### src/rtl/tmr_pkg.sv
`timescale 1ns/1ps
package tmr_pkg;
  typedef enum logic [1:0] {
    MODE_IDLE      = 2'd0,
    MODE_ONESHOT   = 2'd1,
    MODE_PERIODIC  = 2'd2,
    MODE_EDGE_TIME = 2'd3
  } tmr_mode_e;

  typedef struct packed {
    logic      run;
    logic      match_pre;
    logic      match_ie;
    logic      count_up;
    tmr_mode_e mode;
  } tmr_ctrl_t;

  localparam int unsigned CTRL_W = $bits(tmr_ctrl_t);
  localparam int unsigned ADDR_W = 4;

  localparam logic [ADDR_W-1:0] A_CTRL      = 4'd0;
  localparam logic [ADDR_W-1:0] A_INTERVAL  = 4'd1;
  localparam logic [ADDR_W-1:0] A_MATCH     = 4'd2;
  localparam logic [ADDR_W-1:0] A_PRE_LOAD  = 4'd3;
  localparam logic [ADDR_W-1:0] A_PRE_MATCH = 4'd4;
  localparam logic [ADDR_W-1:0] A_STATUS    = 4'd5;
  localparam logic [ADDR_W-1:0] A_CLEAR     = 4'd6;
  localparam logic [ADDR_W-1:0] A_CAPTURE   = 4'd7;
  localparam logic [ADDR_W-1:0] A_VALUE     = 4'd8;

  localparam int unsigned STATUS_W = 10;
  localparam int unsigned N_SRC    = 4;
  // source index -> status bit position
  localparam int unsigned SRC_RTC   = 0;
  localparam int unsigned SRC_MATCH = 1;
  localparam int unsigned SRC_TO    = 2;
  localparam int unsigned SRC_CAP   = 3;

  function automatic int unsigned src_bit(input int unsigned s);
    case (s)
      SRC_RTC:   return 3;
      SRC_MATCH: return 4;
      SRC_TO:    return 8;
      default:   return 9;
    endcase
  endfunction
endpackage

### src/rtl/tmr_regs.sv
`timescale 1ns/1ps
module tmr_regs
  import tmr_pkg::*;
#(
  parameter int unsigned CNT_W  = 16,
  parameter int unsigned PRE_W  = 8,
  parameter int unsigned DATA_W = 32
) (
  input  logic                   clk_i,
  input  logic                   rst_ni,
  input  logic                   wr_en_i,
  input  logic [ADDR_W-1:0]      addr_i,
  input  logic [DATA_W-1:0]      wdata_i,
  output logic [DATA_W-1:0]      rdata_o,
  output tmr_ctrl_t              ctrl_o,
  output logic [CNT_W-1:0]       interval_o,
  output logic [CNT_W-1:0]       match_o,
  output logic [PRE_W-1:0]       pre_load_o,
  output logic [PRE_W-1:0]       pre_match_o,
  output logic                   load_o,
  input  logic                   stop_i,
  input  logic                   to_evt_i,
  input  logic                   match_evt_i,
  input  logic                   cap_evt_i,
  input  logic                   rtc_evt_i,
  input  logic [CNT_W+PRE_W-1:0] value_i,
  input  logic [CNT_W+PRE_W-1:0] capture_i,
  output logic [STATUS_W-1:0]    raw_o
);
  tmr_ctrl_t           ctrl_q;
  logic [CNT_W-1:0]    interval_q, match_q;
  logic [PRE_W-1:0]    pre_load_q, pre_match_q;
  logic                load_q;
  logic [N_SRC-1:0]    src_q, evt;
  logic                wr_ctrl, wr_clr;
  logic                unused_wdata;

  assign unused_wdata = ^wdata_i;
  assign wr_ctrl = wr_en_i && (addr_i == A_CTRL);
  assign wr_clr  = wr_en_i && (addr_i == A_CLEAR);

  always_ff @(posedge clk_i or negedge rst_ni) begin
    if (!rst_ni) begin
      ctrl_q      <= '0;
      interval_q  <= '0;
      match_q     <= '0;
      pre_load_q  <= '0;
      pre_match_q <= '0;
      load_q      <= 1'b0;
    end else begin
      load_q <= wr_ctrl;
      // a control write re-arms even if a one-shot stops in the same cycle
      if (wr_ctrl)     ctrl_q     <= tmr_ctrl_t'(wdata_i[CTRL_W-1:0]);
      else if (stop_i) ctrl_q.run <= 1'b0;
      if (wr_en_i && addr_i == A_INTERVAL)  interval_q  <= wdata_i[CNT_W-1:0];
      if (wr_en_i && addr_i == A_MATCH)     match_q     <= wdata_i[CNT_W-1:0];
      if (wr_en_i && addr_i == A_PRE_LOAD)  pre_load_q  <= wdata_i[PRE_W-1:0];
      if (wr_en_i && addr_i == A_PRE_MATCH) pre_match_q <= wdata_i[PRE_W-1:0];
    end
  end

  always_comb begin
    evt            = '0;
    evt[SRC_RTC]   = rtc_evt_i;
    evt[SRC_MATCH] = match_evt_i;
    evt[SRC_TO]    = to_evt_i;
    evt[SRC_CAP]   = cap_evt_i;
  end

  // sticky raw status: set beats clear
  for (genvar s = 0; s < N_SRC; s++) begin : g_src
    localparam int unsigned POS = src_bit(s);
    always_ff @(posedge clk_i or negedge rst_ni) begin
      if (!rst_ni) src_q[s] <= 1'b0;
      else         src_q[s] <= evt[s] | (src_q[s] & ~(wr_clr & wdata_i[POS]));
    end
  end

  always_comb begin
    raw_o = '0;
    for (int s = 0; s < N_SRC; s++) raw_o[src_bit(s)] = src_q[s];
  end

  always_comb begin
    rdata_o = '0;
    case (addr_i)
      A_CTRL:      rdata_o[CTRL_W-1:0]      = ctrl_q;
      A_INTERVAL:  rdata_o[CNT_W-1:0]       = interval_q;
      A_MATCH:     rdata_o[CNT_W-1:0]       = match_q;
      A_PRE_LOAD:  rdata_o[PRE_W-1:0]       = pre_load_q;
      A_PRE_MATCH: rdata_o[PRE_W-1:0]       = pre_match_q;
      A_STATUS:    rdata_o[STATUS_W-1:0]    = raw_o;
      A_CAPTURE:   rdata_o[CNT_W+PRE_W-1:0] = capture_i;
      A_VALUE:     rdata_o[CNT_W+PRE_W-1:0] = value_i;
      default:     rdata_o                  = '0;
    endcase
  end

  assign ctrl_o      = ctrl_q;
  assign interval_o  = interval_q;
  assign match_o     = match_q;
  assign pre_load_o  = pre_load_q;
  assign pre_match_o = pre_match_q;
  assign load_o      = load_q;
endmodule

### src/rtl/tmr_core.sv
`timescale 1ns/1ps
module tmr_core
  import tmr_pkg::*;
#(
  parameter int unsigned CNT_W = 16,
  parameter int unsigned PRE_W = 8
) (
  input  logic             clk_i,
  input  logic             rst_ni,
  input  tmr_ctrl_t        ctrl_i,
  input  logic [CNT_W-1:0] interval_i,
  input  logic [CNT_W-1:0] match_i,
  input  logic [PRE_W-1:0] pre_load_i,
  input  logic [PRE_W-1:0] pre_match_i,
  input  logic             load_i,
  output logic [CNT_W-1:0] cnt_o,
  output logic [PRE_W-1:0] pre_o,
  output logic             to_evt_o,
  output logic             match_evt_o,
  output logic             stop_o
);
  logic [CNT_W-1:0] cnt_q, cnt_start, cnt_limit;
  logic [PRE_W-1:0] pre_q, pre_start, pre_end;
  logic             up, running, timed, tick, at_limit, cmp, cmp_q;

  assign up        = ctrl_i.count_up;
  assign running   = ctrl_i.run && (ctrl_i.mode != MODE_IDLE);
  assign timed     = (ctrl_i.mode == MODE_ONESHOT) || (ctrl_i.mode == MODE_PERIODIC);
  assign cnt_start = up ? '0 : interval_i;
  assign cnt_limit = up ? interval_i : '0;
  assign pre_start = up ? '0 : pre_load_i;
  assign pre_end   = up ? pre_load_i : '0;

  assign tick     = running && (pre_q == pre_end);
  assign at_limit = (cnt_q == cnt_limit);
  assign to_evt_o = tick && at_limit && timed && !load_i;
  assign stop_o   = to_evt_o && (ctrl_i.mode == MODE_ONESHOT);

  assign cmp = (cnt_q == match_i) && (!ctrl_i.match_pre || (pre_q == pre_match_i));
  assign match_evt_o = running && timed && ctrl_i.match_ie && cmp && !cmp_q && !load_i;

  always_ff @(posedge clk_i or negedge rst_ni) begin
    if (!rst_ni) begin
      cnt_q <= '0;
      pre_q <= '0;
      cmp_q <= 1'b0;
    end else begin
      cmp_q <= cmp;
      if (load_i) begin
        cnt_q <= cnt_start;
        pre_q <= pre_start;
      end else if (running && !stop_o) begin
        if (tick) begin
          pre_q <= pre_start;
          if (at_limit)  cnt_q <= cnt_start;   // periodic / edge-time wrap
          else if (up)   cnt_q <= cnt_q + 1'b1;
          else           cnt_q <= cnt_q - 1'b1;
        end else if (up) begin
          pre_q <= pre_q + 1'b1;
        end else begin
          pre_q <= pre_q - 1'b1;
        end
      end
    end
  end

  assign cnt_o = cnt_q;
  assign pre_o = pre_q;
endmodule

### src/rtl/tmr_capture.sv
`timescale 1ns/1ps
module tmr_capture #(
  parameter int unsigned CNT_W  = 16,
  parameter int unsigned PRE_W  = 8,
  parameter int unsigned SYNC_N = 2
) (
  input  logic                   clk_i,
  input  logic                   rst_ni,
  input  logic                   cap_i,
  input  logic                   edge_mode_i,
  input  logic [CNT_W-1:0]       cnt_i,
  input  logic [PRE_W-1:0]       pre_i,
  input  logic [CNT_W-1:0]       match_i,
  input  logic [PRE_W-1:0]       pre_match_i,
  output logic [CNT_W+PRE_W-1:0] cap_val_o,
  output logic                   cap_evt_o
);
  localparam int unsigned SH_W = SYNC_N + 1;

  logic [SH_W-1:0]        sh_q;
  logic [CNT_W+PRE_W-1:0] cap_q;
  logic                   rise, take;

  // SYNC_N flops for metastability, one more for edge detect
  assign rise = sh_q[SH_W-2] & ~sh_q[SH_W-1];
  assign take = rise && edge_mode_i;
  assign cap_evt_o = take && (cnt_i == match_i) && (pre_i == pre_match_i);

  always_ff @(posedge clk_i or negedge rst_ni) begin
    if (!rst_ni) begin
      sh_q  <= '0;
      cap_q <= '0;
    end else begin
      sh_q <= {sh_q[SH_W-2:0], cap_i};
      if (take) cap_q <= {pre_i, cnt_i};
    end
  end

  assign cap_val_o = cap_q;
endmodule

### src/rtl/gp_timer_chan.sv
`timescale 1ns/1ps
module gp_timer_chan
  import tmr_pkg::*;
#(
  parameter int unsigned CNT_W  = 16,
  parameter int unsigned PRE_W  = 8,
  parameter int unsigned DATA_W = 32
) (
  input  logic              clk_i,
  input  logic              rst_ni,
  input  logic              wr_en_i,
  input  logic [ADDR_W-1:0] addr_i,
  input  logic [DATA_W-1:0] wdata_i,
  output logic [DATA_W-1:0] rdata_o,
  input  logic              cap_i,
  input  logic              rtc_evt_i
);
  localparam int unsigned VAL_W = CNT_W + PRE_W;

  tmr_ctrl_t            ctrl;
  logic [CNT_W-1:0]     interval, match_val, cnt;
  logic [PRE_W-1:0]     pre_load, pre_match, pre;
  logic [VAL_W-1:0]     cap_val;
  logic [STATUS_W-1:0]  raw;
  logic                 load, stop, to_evt, match_evt, cap_evt;

  tmr_regs #(.CNT_W(CNT_W), .PRE_W(PRE_W), .DATA_W(DATA_W)) u_regs (
    .clk_i       (clk_i),
    .rst_ni      (rst_ni),
    .wr_en_i     (wr_en_i),
    .addr_i      (addr_i),
    .wdata_i     (wdata_i),
    .rdata_o     (rdata_o),
    .ctrl_o      (ctrl),
    .interval_o  (interval),
    .match_o     (match_val),
    .pre_load_o  (pre_load),
    .pre_match_o (pre_match),
    .load_o      (load),
    .stop_i      (stop),
    .to_evt_i    (to_evt),
    .match_evt_i (match_evt),
    .cap_evt_i   (cap_evt),
    .rtc_evt_i   (rtc_evt_i),
    .value_i     ({pre, cnt}),
    .capture_i   (cap_val),
    .raw_o       (raw)
  );

  tmr_core #(.CNT_W(CNT_W), .PRE_W(PRE_W)) u_core (
    .clk_i       (clk_i),
    .rst_ni      (rst_ni),
    .ctrl_i      (ctrl),
    .interval_i  (interval),
    .match_i     (match_val),
    .pre_load_i  (pre_load),
    .pre_match_i (pre_match),
    .load_i      (load),
    .cnt_o       (cnt),
    .pre_o       (pre),
    .to_evt_o    (to_evt),
    .match_evt_o (match_evt),
    .stop_o      (stop)
  );

  tmr_capture #(.CNT_W(CNT_W), .PRE_W(PRE_W)) u_cap (
    .clk_i       (clk_i),
    .rst_ni      (rst_ni),
    .cap_i       (cap_i),
    .edge_mode_i (ctrl.mode == MODE_EDGE_TIME),
    .cnt_i       (cnt),
    .pre_i       (pre),
    .match_i     (match_val),
    .pre_match_i (pre_match),
    .cap_val_o   (cap_val),
    .cap_evt_o   (cap_evt)
  );
endmodule

### config.mk
export PLATFORM = sky130hd
export DESIGN_NAME = gp_timer_chan
export DESIGN_NICKNAME = d
export VERILOG_FILES = /design/src/rtl/tmr_pkg.sv /design/src/rtl/tmr_regs.sv /design/src/rtl/tmr_core.sv /design/src/rtl/tmr_capture.sv /design/src/rtl/gp_timer_chan.sv
export SDC_FILE = /design/constraint.sdc
export NUM_CORES = 1
export LEC_CHECK = 0
export BUFFER_PORTS_ARGS = -buffer_cell sky130_fd_sc_hd__buf_4
export CAP_MARGIN = 40
export CORE_ASPECT_RATIO = 1.25
export CORE_MARGIN = 5
export CORE_UTILIZATION = 60
export CTS_CLUSTER_DIAMETER = 150
export DETAILED_ROUTE_END_ITERATION = 12
export PLACE_DENSITY_LB_ADDON = 0.15
export RECOVER_POWER = 50
export SKIP_LAST_GASP = 1
export SYNTH_ARGS = -nofsm -noshare
export SYNTH_HDL_FRONTEND = slang
export SYNTH_HIERARCHICAL = 1
export SYNTH_SLANG_ARGS = --single-unit
export TNS_END_PERCENT = 50
### constraint.sdc
create_clock -name clk_i -period 7.93 [get_ports clk_i]
set_input_delay 1.9825 -clock clk_i [delete_from_list [all_inputs] [get_ports clk_i]]
set_output_delay 1.9825 -clock clk_i [all_outputs]
set_load 0.01 [all_outputs]
==> qor.yml <==
outcome:
  status: "finished with violations"
  violations: "capacitance limit, slew limit"
final_layout:
  nFillCells: 1049
  diodes: 0
  layout_commonest_cell: "dfrtp_1"
  drive_above_1_share_pct: 20.9
  most-common-layout-cells: "dfrtp_1, mux2_2, xor2_1"
  nets: 825
  areaGrowthSynthToFinish_pct: 8.28
global_route:
  grt_antenna_before_repair: 0
  grt_use_total_pct: 27.0
  grt_pass1_vias: 6020
  grt_remaining_overflow: 0
  grt_max_degree: 60
  grt_pass1_wl_um: 32300
min_path:
  hold_start: "u_cap/sh_q[0]$_DFF_PN0_"
  hold_depth: 0
  whs_endpoint: "u_cap/sh_q[1]$_DFF_PN0_"
  hold_path.class: "flop to flop"
worst_setup_path:
  critPathMaxFanout: 21
  endpoint_kind: "output port"
  reg2reg_to: "u_core/cnt_o[12]$_DFFE_PN0P_"
  ff2ff_path_depth: 12
  arrival_ns: 4.31
  worst-setup-path-type: "input pin to output port"
  critPathRequiredTime_ns: 5.95
  cp-start-kind: "input pin"
  reg2reg_from: "u_regs/ctrl_o[2]$_DFFE_PN0P_"
  reg2reg_setup_slack_ns: 4.16
die:
  die_area_um2: 15100
  initial_utilization_pct: 60.7
  die_x_um: 111
  core-area_um2: 12500
  rows: 46
  fp.dieH_um: 136
  pin_count: 73
pwr:
  power_per_cell_area_nw_per_um2: 338
  p_int_mw: 1.60
  clkPwrFrac_pct: 16.6
  ir_drop_v: 0.000209
  p_leak_nw: 3.68
  combPwrFrac_pct: 45.2
  netSwitchingFraction_pct: 42.6
  pwr-share-seq_pct: 38.2
  power_mw: 2.79
  switchingPower_mw: 1.19
yosys:
  netlist_area_um2: 7620
  synth.yosys.warnings: 6
  syn_avg_cell_area_um2: 10.4
  postSynthCellCount: 732
drt:
  ant_nets: 0
  routedWlPerCell_um: 22.1
  firstDrtPassIters: 5
  wirelength_um: 20600
  via_count: 6094
  drt_iter0_drc: 442
  routed_via_density: 6.53
  drc: 0
sta:
  tightest_slew_ns: 2.97
  period_share_pct: 79.4
  slew_headroom_pct: -97.8
  finalClockSkew_ns: 0.00953
  final-setup-viol-count: 0
  finalCriticalPeriod_ns: 6.30
  final.setup.tns_ns: 0
  rsz0062_at_grt: "no"
  finalHoldViolations: 0
  drv_slew: 80
  fmax_mhz: 159
clock_network:
  cts_tree: "built"
  cts_root_buffer: "clkbuf_16"
  h-tree-depth: 3
  cts.path.max_buffers: 2
  path_clk_slew_ns: 0.08
  postCtsResizedCells: 0
  clock_latency_ns: 0.35
  cts_setup_buffers: 0
  clock-sinks: 111
  cts_made_buffers: 9
  hold_buffers: 0
place:
  gp_congestion: 0.870
  dpl.hpwl_um: 14800
  numPortBuffers: 48
flow_run:
  drv_cap: 2
## through the flow
step           cells  hold slack (ns)  area [um^2]  setup WS (ns)  utilization (%)
6_report         933            0.359         8250           1.63             65.7
5_1_grt          933            0.380         8250           1.64             65.7
4_1_cts          933            0.365         8280           2.26             66.0
3_5_place_dp     917            0.348         7980           2.27             63.6
3_3_place_gp     915            0.335         7950           2.28             63.4
2_1_floorplan    739            0.331         7640           2.85                -
## flip-flops by register name, indices dropped and copies added (netlist names)
name and cells:
u_regs/load_o 1, u_regs/interval_o 16, u_core/cmp_q 1, u_cap/sh_q 3, u_regs/match_o 16, u_regs/ctrl_o 6
u_regs/raw_o 4, u_regs/pre_match_o 8, u_cap/cap_val_o 24, u_core/cnt_o 16, u_core/pre_o 8, u_regs/pre_load_o 8
## how the worst max path moves through the flow
stage          depth (start not counted)         end       from
2_1_floorplan                          5  rdata_o[0]  addr_i[1]
3_3_place_gp                           5  rdata_o[7]  addr_i[0]
3_5_place_dp                           5  rdata_o[6]  addr_i[2]
4_1_cts                                5  rdata_o[6]  addr_i[2]
5_1_grt                                5  rdata_o[6]  addr_i[1]
6_report                               5  rdata_o[6]  addr_i[1]
## layer usage
layer	share of wire (%)	track usage (%)
met1	40	32.1
met2	51	48.4
met3	4.6	3.47
met4	3.9	12.7
met5	0	0
## worst max-delay path: stages
cell and delay, ns:
clkbuf_1 0.81, and4b_1 0.94, a22oi_1 0.20, o221ai_1 0.17, buf_4 0.19
## power groups by stage
| stage | Combinational, mW | Clock [mW] | Sequential [mW] |
|---|---|---|---|
| 2_1_floorplan | 1.02 | 0 | 0.941 |
| 6_report | 1.26 | 0.462 | 1.07 |
| 5_1_grt | 1.38 | 0.489 | 1.09 |
| 4_1_cts | 1.25 | 0.468 | 1.06 |
| 3_5_place_dp | 1.24 | 0 | 1.07 |
| 3_3_place_gp | 1.19 | 0 | 1.06 |
## final cells by class
cell class	count	area, um^2	area share [%]
repair buffers	55	410	4.97
multi-input cells	571	4510	54.6
inverters	12	45.0	0.546
well taps	168	210	2.55
clock buffers	11	253	3.06
flip-flops and latches	111	2780	33.7
clock inverters	5	46.3	0.561
Power figures use the tool's default switching activity.
